File: config.mk
export PLATFORM = sky130hd
export DESIGN_NAME = pburst_sram
export DESIGN_NICKNAME = d
export VERILOG_FILES = /design/src/rtl/sram_pkg.sv /design/src/rtl/sram_ctrl.sv /design/src/rtl/sram_array.sv /design/src/rtl/sram_outpath.sv /design/src/rtl/pburst_sram.sv
export SDC_FILE = /design/constraint.sdc
export NUM_CORES = 2
export LEC_CHECK = 0
export BUFFER_PORTS_ARGS = -buffer_cell sky130_fd_sc_hd__buf_2
export CAP_MARGIN = 20
export CORE_UTILIZATION = 47
export DETAILED_ROUTE_END_ITERATION = 8
export PLACE_DENSITY = 0.6
export SYNTH_ARGS = -nofsm -noshare
export SYNTH_HDL_FRONTEND = slang
export SYNTH_HIERARCHICAL = 1
export SYNTH_MEMORY_MAX_BITS = 65536
export SYNTH_SLANG_ARGS = --single-unit
File: constraint.sdc
create_clock -name clk -period 32.3 [get_ports clk]
set_clock_uncertainty 0.05 [all_clocks]
set_input_delay 3.23 -clock clk [delete_from_list [all_inputs] [get_ports clk]]
set_output_delay 3.23 -clock clk [all_outputs]
set_load 0.01 [all_outputs]
File: src/rtl/sram_pkg.sv
package sram_pkg;

   // Low address bits for burst position cnt from start bits base
   function automatic logic [1:0] burst_low(input logic [1:0] base,
                                            input logic [1:0] cnt,
                                            input logic       linear);
      return linear ? (base + cnt) : (base ^ cnt);
   endfunction

   typedef enum logic [1:0] {CYC_CONT, CYC_START, CYC_DESEL} cyc_kind_t;

endpackage

File: src/rtl/sram_ctrl.sv
module sram_ctrl
   import sram_pkg::*;
#(
   parameter int ADDR_W = 8,
   parameter int LANES  = 2
) (
   input  logic              clk,
   input  logic              rst_n,
   input  logic [ADDR_W-1:0] addr,
   input  logic              cpu_strb_n,
   input  logic              ctl_strb_n,
   input  logic              step_n,
   input  logic              burst_linear,
   input  logic              all_wr_n,
   input  logic              lane_wr_en_n,
   input  logic [LANES-1:0]  lane_sel_n,
   input  logic              cs_n,
   input  logic              cs_hi,
   input  logic              cs2_n,
   input  logic              sleep,
   output logic [ADDR_W-1:0] acc_addr,
   output logic              acc_rd,
   output logic [LANES-1:0]  acc_wr,
   output logic              desel_ev
);
   localparam int HI_W = ADDR_W - 2;

   logic [HI_W-1:0]  hi_q;
   logic [1:0]       base_q, cnt_q, cnt_nx;
   logic             sel_q, sel_nx;
   logic             cpu_go, start, cs_ok, live;
   logic [LANES-1:0] wr_req;
   cyc_kind_t        kind;

   always_comb begin
      cpu_go = !cpu_strb_n && !cs_n;
      start  = cpu_go || !ctl_strb_n;
      cs_ok  = !cs_n && cs_hi && !cs2_n;
      kind   = !start ? CYC_CONT : (cs_ok ? CYC_START : CYC_DESEL);
      if (kind != CYC_CONT) begin
         cnt_nx   = 2'd0;
         sel_nx   = (kind == CYC_START);
         acc_addr = addr;
      end else begin
         cnt_nx   = step_n ? cnt_q : cnt_q + 2'd1;
         sel_nx   = sel_q;
         acc_addr = {hi_q, burst_low(base_q, cnt_nx, burst_linear)};
      end
      live = rst_n && !sleep && sel_nx;
      for (int i = 0; i < LANES; i++)
         wr_req[i] = !all_wr_n || (!lane_wr_en_n && !lane_sel_n[i]);
      if (cpu_go) wr_req = '0;
      acc_wr   = live ? wr_req : '0;
      acc_rd   = live && (wr_req == '0);
      desel_ev = rst_n && !sleep && (kind == CYC_DESEL);
   end

   always_ff @(posedge clk) begin
      if (!rst_n) begin
         hi_q   <= '0;
         base_q <= '0;
         cnt_q  <= '0;
         sel_q  <= 1'b0;
      end else if (!sleep) begin
         sel_q <= sel_nx;
         cnt_q <= cnt_nx;
         if (start) begin
            hi_q   <= addr[ADDR_W-1:2];
            base_q <= addr[1:0];
         end
      end
   end

   // burst and select state frozen across a sleep edge
   p_sleep_hold_r10: assert property (@(posedge clk) disable iff (!rst_n)
      sleep |=> ($stable(hi_q) && $stable(base_q) && $stable(cnt_q) && $stable(sel_q)));

   // a step advances the burst count by one, modulo 4
   p_step_r3: assert property (@(posedge clk) disable iff (!rst_n)
      (!start && !step_n && !sleep) |=> (cnt_q == $past(cnt_q) + 2'd1));

   // no strobe and no step keeps the burst position
   p_hold_r5: assert property (@(posedge clk) disable iff (!rst_n)
      (!start && step_n && !sleep) |=> ($stable(cnt_q) && $stable(hi_q) && $stable(base_q)));

   // a continuation after a deselect performs no access
   p_desel_idle_r8: assert property (@(posedge clk) disable iff (!rst_n)
      desel_ev ##1 (!start && !sleep) |-> (!acc_rd && acc_wr == '0));

endmodule

File: src/rtl/sram_array.sv
module sram_array #(
   parameter int ADDR_W = 8,
   parameter int LANE_W = 9,
   parameter int LANES  = 2
) (
   input  logic                     clk,
   input  logic [ADDR_W-1:0]        acc_addr,
   input  logic                     acc_rd,
   input  logic [LANES-1:0]         acc_wr,
   input  logic [LANE_W*LANES-1:0]  wdata,
   output logic [LANE_W*LANES-1:0]  rd_data
);
   localparam int DATA_W = LANE_W * LANES;
   localparam int DEPTH  = 1 << ADDR_W;

   logic [DATA_W-1:0] mem [DEPTH];
   logic [DATA_W-1:0] wmask;

   for (genvar g = 0; g < LANES; g++) begin : g_lane
      assign wmask[g*LANE_W +: LANE_W] = {LANE_W{acc_wr[g]}};
   end

   always_ff @(posedge clk) begin
      if (|acc_wr)
         mem[acc_addr] <= (mem[acc_addr] & ~wmask) | (wdata & wmask);
      if (acc_rd)
         rd_data <= mem[acc_addr];
   end

endmodule

File: src/rtl/sram_outpath.sv
module sram_outpath #(
   parameter int DATA_W = 18
) (
   input  logic              clk,
   input  logic              rst_n,
   input  logic              acc_rd,
   input  logic [DATA_W-1:0] rd_data,
   input  logic              flow_thru,
   input  logic              out_en_n,
   input  logic              sleep,
   output logic [DATA_W-1:0] dq_out,
   output logic              dq_drive
);
   logic              vld_en_q, vld_dly_q;
   logic [DATA_W-1:0] out_q;

   always_ff @(posedge clk) begin
      if (!rst_n) begin
         vld_en_q  <= 1'b0;
         vld_dly_q <= 1'b0;
      end else begin
         vld_en_q  <= acc_rd;
         vld_dly_q <= vld_en_q;
      end
   end

   always_ff @(posedge clk) out_q <= rd_data;

   assign dq_out   = flow_thru ? rd_data : out_q;
   assign dq_drive = !out_en_n && !sleep && (flow_thru ? vld_en_q : vld_dly_q);

   // pipelined mode drives only when a read was issued two edges back
   p_pipe_lat_r7: assert property (@(posedge clk) disable iff (!rst_n)
      (!flow_thru && dq_drive) |-> $past(acc_rd, 2) || $past(!rst_n, 2));

endmodule

File: src/rtl/pburst_sram.sv
module pburst_sram #(
   parameter int ADDR_W = 8,
   parameter int LANE_W = 9,
   parameter int LANES  = 2
) (
   input  logic                    clk,
   input  logic                    rst_n,
   input  logic [ADDR_W-1:0]       addr,
   input  logic                    cpu_strb_n,
   input  logic                    ctl_strb_n,
   input  logic                    step_n,
   input  logic                    burst_linear,
   input  logic                    all_wr_n,
   input  logic                    lane_wr_en_n,
   input  logic [LANES-1:0]        lane_sel_n,
   input  logic                    cs_n,
   input  logic                    cs_hi,
   input  logic                    cs2_n,
   input  logic                    out_en_n,
   input  logic                    flow_thru,
   input  logic                    sleep,
   input  logic [LANE_W*LANES-1:0] wdata,
   output logic [LANE_W*LANES-1:0] dq_out,
   output logic                    dq_drive
);
   localparam int DATA_W = LANE_W * LANES;

   if (ADDR_W < 3 || LANE_W < 1 || LANES < 1) begin : g_bad_cfg
      $error("pburst_sram: ADDR_W must be at least 3, LANE_W and LANES at least 1");
   end

   logic [ADDR_W-1:0] acc_addr;
   logic              acc_rd, desel_ev;
   logic [LANES-1:0]  acc_wr;
   logic [DATA_W-1:0] rd_data;

   sram_ctrl #(.ADDR_W(ADDR_W), .LANES(LANES)) u_ctrl (
      .clk(clk), .rst_n(rst_n), .addr(addr),
      .cpu_strb_n(cpu_strb_n), .ctl_strb_n(ctl_strb_n), .step_n(step_n),
      .burst_linear(burst_linear), .all_wr_n(all_wr_n),
      .lane_wr_en_n(lane_wr_en_n), .lane_sel_n(lane_sel_n),
      .cs_n(cs_n), .cs_hi(cs_hi), .cs2_n(cs2_n), .sleep(sleep),
      .acc_addr(acc_addr), .acc_rd(acc_rd), .acc_wr(acc_wr), .desel_ev(desel_ev)
   );

   sram_array #(.ADDR_W(ADDR_W), .LANE_W(LANE_W), .LANES(LANES)) u_array (
      .clk(clk), .acc_addr(acc_addr), .acc_rd(acc_rd), .acc_wr(acc_wr),
      .wdata(wdata), .rd_data(rd_data)
   );

   sram_outpath #(.DATA_W(DATA_W)) u_out (
      .clk(clk), .rst_n(rst_n), .acc_rd(acc_rd), .rd_data(rd_data),
      .flow_thru(flow_thru), .out_en_n(out_en_n), .sleep(sleep),
      .dq_out(dq_out), .dq_drive(dq_drive)
   );

   // pipelined bus is released by the second edge after a deselect
   p_dcd_r8: assert property (@(posedge clk) disable iff (!rst_n)
      desel_ev |-> ##2 (flow_thru || !dq_drive));

   // sleeping device never drives the bus
   p_sleep_hiz_r10: assert property (@(posedge clk) disable iff (!rst_n)
      sleep |-> !dq_drive);

endmodule

Yosys cells after proc, flatten, opt, wreduce, memory -nomap -nowiden
Memories as Yosys holds them, arrays and structs flattened. Index checks and enable logic that the tools add are counted.

Word-level logic and storage cells: 58. Memories: 1. Input port bits: 42. Memory bits (writable): 4608. Bits in registers: 49. Output and inout bits: 19.

Memory list: u_array.mem (words 256, bits a word 18, read ports 1, clocked after Yosys merged registers in 0, wr ports 1, line sram_array.sv:16) `logic [DATA_W-1:0] mem [DEPTH];`.

Bitwise logic cells: 6. $add $sub $neg: 2. Reductions and logical operators: 27. Equal/unequal tests: 1. Mux-type cells: 13.

Operators by type and width (count): AND 18 bit (2); 2-to-1 mux 18 bit (1); NOT 18 bit (1); bitwise OR 18 bit (1); 2-to-1 mux 2 bit (7); logical AND 1 bit (10); zero test 1 bit (10); 2-to-1 mux 8 bit (1); 2-to-1 mux 1 bit (4); logical OR 1 bit (3); adder 2 x 1 -> 2 bit, second input constant (1); adder 2 bit (1); == test 2 x 1 -> 1 bit, second input constant (1); zero test 2 bit (1); AND reduction 2 bit (1); nonzero test 2 bit (1); OR reduction 2 bit (1); XOR 2 bit (1); NOT 1 bit (1).

Logic depth before layout (Yosys ltp)
Depth after elaboration: 12. Depth in mapped cells: 18. Mapped depth without buffers: 11.

Cells and area by module
Netlist, hierarchy kept.

Modules (own cells, without submodules): sram_array (times used 1, area an instance 178593.8 µm², cells an instance 8331, seq. area each 138913.2 µm²); sram_outpath (times used 1, area an instance 700.7 µm², cells an instance 44, seq. area each 400.4 µm²); sram_ctrl (times used 1, area an instance 686.9 µm², cells an instance 98, seq. area each 220.2 µm²).

Least setup slack after synthesis
No wires, ideal clock.

Kind: in2reg. Start point: in step_n. End point: mem u_array.mem[0][10], data pin. Path slack: 13.648 ns. Arrival: 16.288 ns. Library setup time: 2.315 ns. Required time: 29.935 ns. Buffers on the path: 4. Stages: 14. Cells stage by stage: xnor2_1 ha_1 nand2_1 xnor3_1 o21ai_0 buf_4 buf_2 buf_2 buf_1 mux4_2 a22oi_1 a41oi_1 a211oi_1 a221oi_1.

Cells in the longest elaborated chain, start to end: 7. Elaborated cells on any way between the ends: 8. Those cells by class: 1 x add/sub; 3 x mux; 3 x bitwise; 1 x memory.

RTL lines: start: declaration (line pburst_sram.sv:11) `input logic step_n,`; 2-to-1 mux 2 bit * (line sram_ctrl.sv:45) `cnt_nx = step_n ? cnt_q : cnt_q + 2'd1;`; adder 2 bit / XOR 2 bit (equally long branches) (line sram_pkg.sv:7) `return linear ? (base + cnt) : (base ^ cnt);`; 2-to-1 mux 2 bit * (line sram_pkg.sv:7); 2-to-1 mux 8 bit * (line sram_ctrl.sv:40) `if (kind != CYC_CONT) begin`; net acc_addr[1] (line pburst_sram.sv:32) `logic [ADDR_W-1:0] acc_addr;`; memory read (256 x 18 bit) *; AND 18 bit * (line sram_array.sv:25) `mem[acc_addr] <= (mem[acc_addr] & ~wmask) | (wdata & wmask);`; bitwise OR 18 bit * (line sram_array.sv:25); end: declaration (line sram_array.sv:16).

Mark *: on every way through the listed nets, which the timed path passes. The rest lies on a longest branch.

Worst setup path after layout
Start point: in cs_n. End point: mem u_array.mem[220][5], data pin.

Elaborated cells on any way between the ends: 19. Those cells by class: 1 x eq/ne; 6 x mux; 4 x bitwise; 7 x reduce/logical; 1 x memory.

RTL lines: start: declaration (line pburst_sram.sv:16) `input logic cs_n,`; zero test 1 bit * (line sram_ctrl.sv:36, sram_ctrl.sv:38); logical AND 1 bit (2 in a row) (line sram_ctrl.sv:38) `cs_ok = !cs_n && cs_hi && !cs2_n;`; 2-to-1 mux 2 bit (line sram_ctrl.sv:39) `kind = !start ? CYC_CONT : (cs_ok ? CYC_START : CYC_DESEL);`; 2-to-1 mux 2 bit * (line sram_ctrl.sv:39); nonzero test 2 bit * (line sram_ctrl.sv:40); 2-to-1 mux 8 bit * (line sram_ctrl.sv:40); net acc_addr[0] (line pburst_sram.sv:32); memory read (256 x 18 bit) *; AND 18 bit * (line sram_array.sv:25); bitwise OR 18 bit * (line sram_array.sv:25).

Marks and branches as above.

==> results.toml <==
[timing]
final.period_utilization = 0.384
hold_violations = 0
rsz0062_at_grt = "false"
min_period_ns = 12.40
setup_ws_ns = 19.90
timing.fmax_ghz = 0.0806
drv_slew = 0
worst_slew_margin_rel = 0.0499
final.setup.tns_ns = 0
setup_viol_count_final = 0
worst_slew_pin_slew_ns = 1.43

[clocking]
max_clock_buf_depth = 4
ctsResizeCount = 0
clock_insertion_delay_worst_skew_ns = 1.00
clock_tree.htree_level_count = 5
cts_made_buffers = 456
cts_tree = "built"
postCtsSetupBuffers = 0
path_clk_slew_ns = 0.06
cts.root.buffer_cell = "sky130_fd_sc_hd__clkbuf_16"
cts.sinks = 4657
postCtsHoldBufs = 0

[cells_and_area]
post_route_cells_drive_above_1_share = 0.243
number_of_fill_cells = 29000
layout.nets = 8899
layout_common_cells = "sky130_fd_sc_hd__edfxtp_1 (4626), sky130_fd_sc_hd__mux4_2 (881), sky130_fd_sc_hd__mux2i_1 (597)"
area_growth_pct = 12.7
mostFrequentLayoutCell = "sky130_fd_sc_hd__edfxtp_1"

[die]
die_height_um = 621
die-width_um = 621
ioPinCount = 61
core_region_area_mm2 = 0.380
initial_core_util = 0.474
fp.dieArea_mm2 = 0.385
floorplan.rows = 226

[synth]
mappedNetlistNets = 8515
synth.avg_cell_area_um2 = 21.2
synth_area_mm2 = 0.180
number_of_standard_cells_after_synthesis = 8472
yosysWarnings = 6

[job]
drv.max_cap_violation_count = 0

[grt]
maximum_number_of_pins_on_one_net_before_global_route_repair = 253
grt_first_pass_wirelength_mm = 704
grt_antenna_before_repair = 28
overflow = 0
globalRouteTotalUtil = 0.261
first_global_vias = 90300

[worst_setup_path]
worst_r2r_path_depth = 18
timing.critical_path.required_ns = 32.87
critical_path.max_fanout = 84
worstSetupEndpointType = "register"
kind_of_critical_path = "in -> reg"
critical_path.startpoint_type = "input pin"
worst_ep_arrival_time_ns = 12.98

[place]
place.gp.congestion = 0.823
hpwlAfterDp_mm = 288
pre_cts_ws_ns = 18.69
placement.io_buffers = 60

[routing]
route.final.wire_length_mm = 507
drtPass1Iterations = 6
final_antenna_net_count = 0
total_vias_in_the_final_route = 91400
route.detailed.wl_per_inst_um = 35.5
drt_iter0_drc = 12500
drc = 0
vias_per_cell = 6.41

[pwr]
p_comb_frac = 0.101
power-per-cell-area_mw_per_mm2 = 67.4
cellInternalPower_mw = 10.4
power.ir.vdd_worst_mv = 0.0513
clock_power_share = 0.381
power.share.sequential = 0.518
swShare = 0.239
net_switching_power_figure_mw = 3.27
power.leakage_nw = 63.3

[min_path]
timing.hold.worst_path_depth = 0
hold_path.class = "reg -> reg"

[status]
status = "completed"
## worst paths after layout
kind	start	endpoint	slack [ns]
setup / recovery	cs_n	u_array/mem[220][5]$_DFFE_PP_	19.90
hold / removal	u_array/rd_data[9]$_DFFE_PP_	u_out/out_q[9]$_DFF_P_	0.33
setup reg to reg	u_ctrl/cnt_q[0]$_SDFFE_PN0N_	u_array/mem[220][5]$_DFFE_PP_	22.22
hold reg to reg	u_array/rd_data[9]$_DFFE_PP_	u_out/out_q[9]$_DFF_P_	0.33
## registers in the layout, indices dropped and copies added (netlist names)
signal	count
u_array/rd_data	18
u_ctrl/sel_q	1
u_out/vld_en_q	1
u_array/mem	4608
u_out/vld_dly_q	1
u_ctrl/base_q	2
u_ctrl/cnt_q	2
u_out/out_q	18
u_ctrl/hi_q	6
## worst max-delay path: stages
cell and delay, ns:
sky130_fd_sc_hd__buf_2 0.13, sky130_fd_sc_hd__o21ai_2 0.58, sky130_fd_sc_hd__nand2_1 0.20, sky130_fd_sc_hd__nand2_4 0.49
sky130_fd_sc_hd__buf_4 0.66, sky130_fd_sc_hd__buf_4 0.62, sky130_fd_sc_hd__buf_4 0.64, sky130_fd_sc_hd__buf_4 0.71
sky130_fd_sc_hd__buf_4 0.72, sky130_fd_sc_hd__buf_4 0.71, sky130_fd_sc_hd__mux4_2 0.34, sky130_fd_sc_hd__and3_1 0.16
sky130_fd_sc_hd__a31oi_1 0.05, sky130_fd_sc_hd__nand4_1 0.48, sky130_fd_sc_hd__nor3_2 0.24, sky130_fd_sc_hd__a221oi_4 0.84
sky130_fd_sc_hd__buf_4 0.88, sky130_fd_sc_hd__buf_4 0.86
## stage by stage
| stage | std cells | hold WS (ns) | power (mW) | util | instance area [µm²] |
|---|---|---|---|---|---|
| detailed placement | 13400 | 0.312 | 8.57 | 0.494 | 188000 |
| global placement | 13400 | 0.309 | 8.52 | 0.494 | 188000 |
| global route | 14300 | 0.341 | 14.0 | 0.534 | 203000 |
| finish | 14300 | 0.329 | 13.7 | 0.534 | 203000 |
| CTS | 14200 | 0.330 | 13.7 | 0.533 | 202000 |
| floorplan | 8472 | 0.292 | 8.25 | - | 180000 |
## power by group through the flow
stage / clock (mW) / sequential, mW / combinational (mW)
6_report: 5.20 / 7.08 / 1.38
5_1_grt: 5.48 / 7.07 / 1.45
4_1_cts: 5.26 / 7.08 / 1.36
3_5_place_dp: 0 / 7.21 / 1.36
3_3_place_gp: 0 / 7.20 / 1.31
2_1_floorplan: 0 / 7.45 / 0.804
## per-layer routing
layer | GRT usage | wire (µm) | vias up
met4 | 0.0858 | 17900 | 2
met5 | 0 | 13 | -
li1 | - | - | 36400
met3 | 0.0464 | 47000 | 790
met1 | 0.375 | 205000 | 49500
met2 | 0.407 | 237000 | 4649
## area by class of cell
class,count,area (µm²),share of cell area
Multi-Input combinational cell,3273,38700,0.191
Clock inverter,278,2550,0.0126
Antenna cell,8,20.0,0.0000987
Clock buffer,563,11900,0.0589
Inverter,13,51.3,0.000253
Sequential cell,4657,140000,0.688
Timing Repair Buffer,455,3750,0.0185
Tap cell,5016,6280,0.0309
No activity file was read; power rests on OpenSTA's default activity.
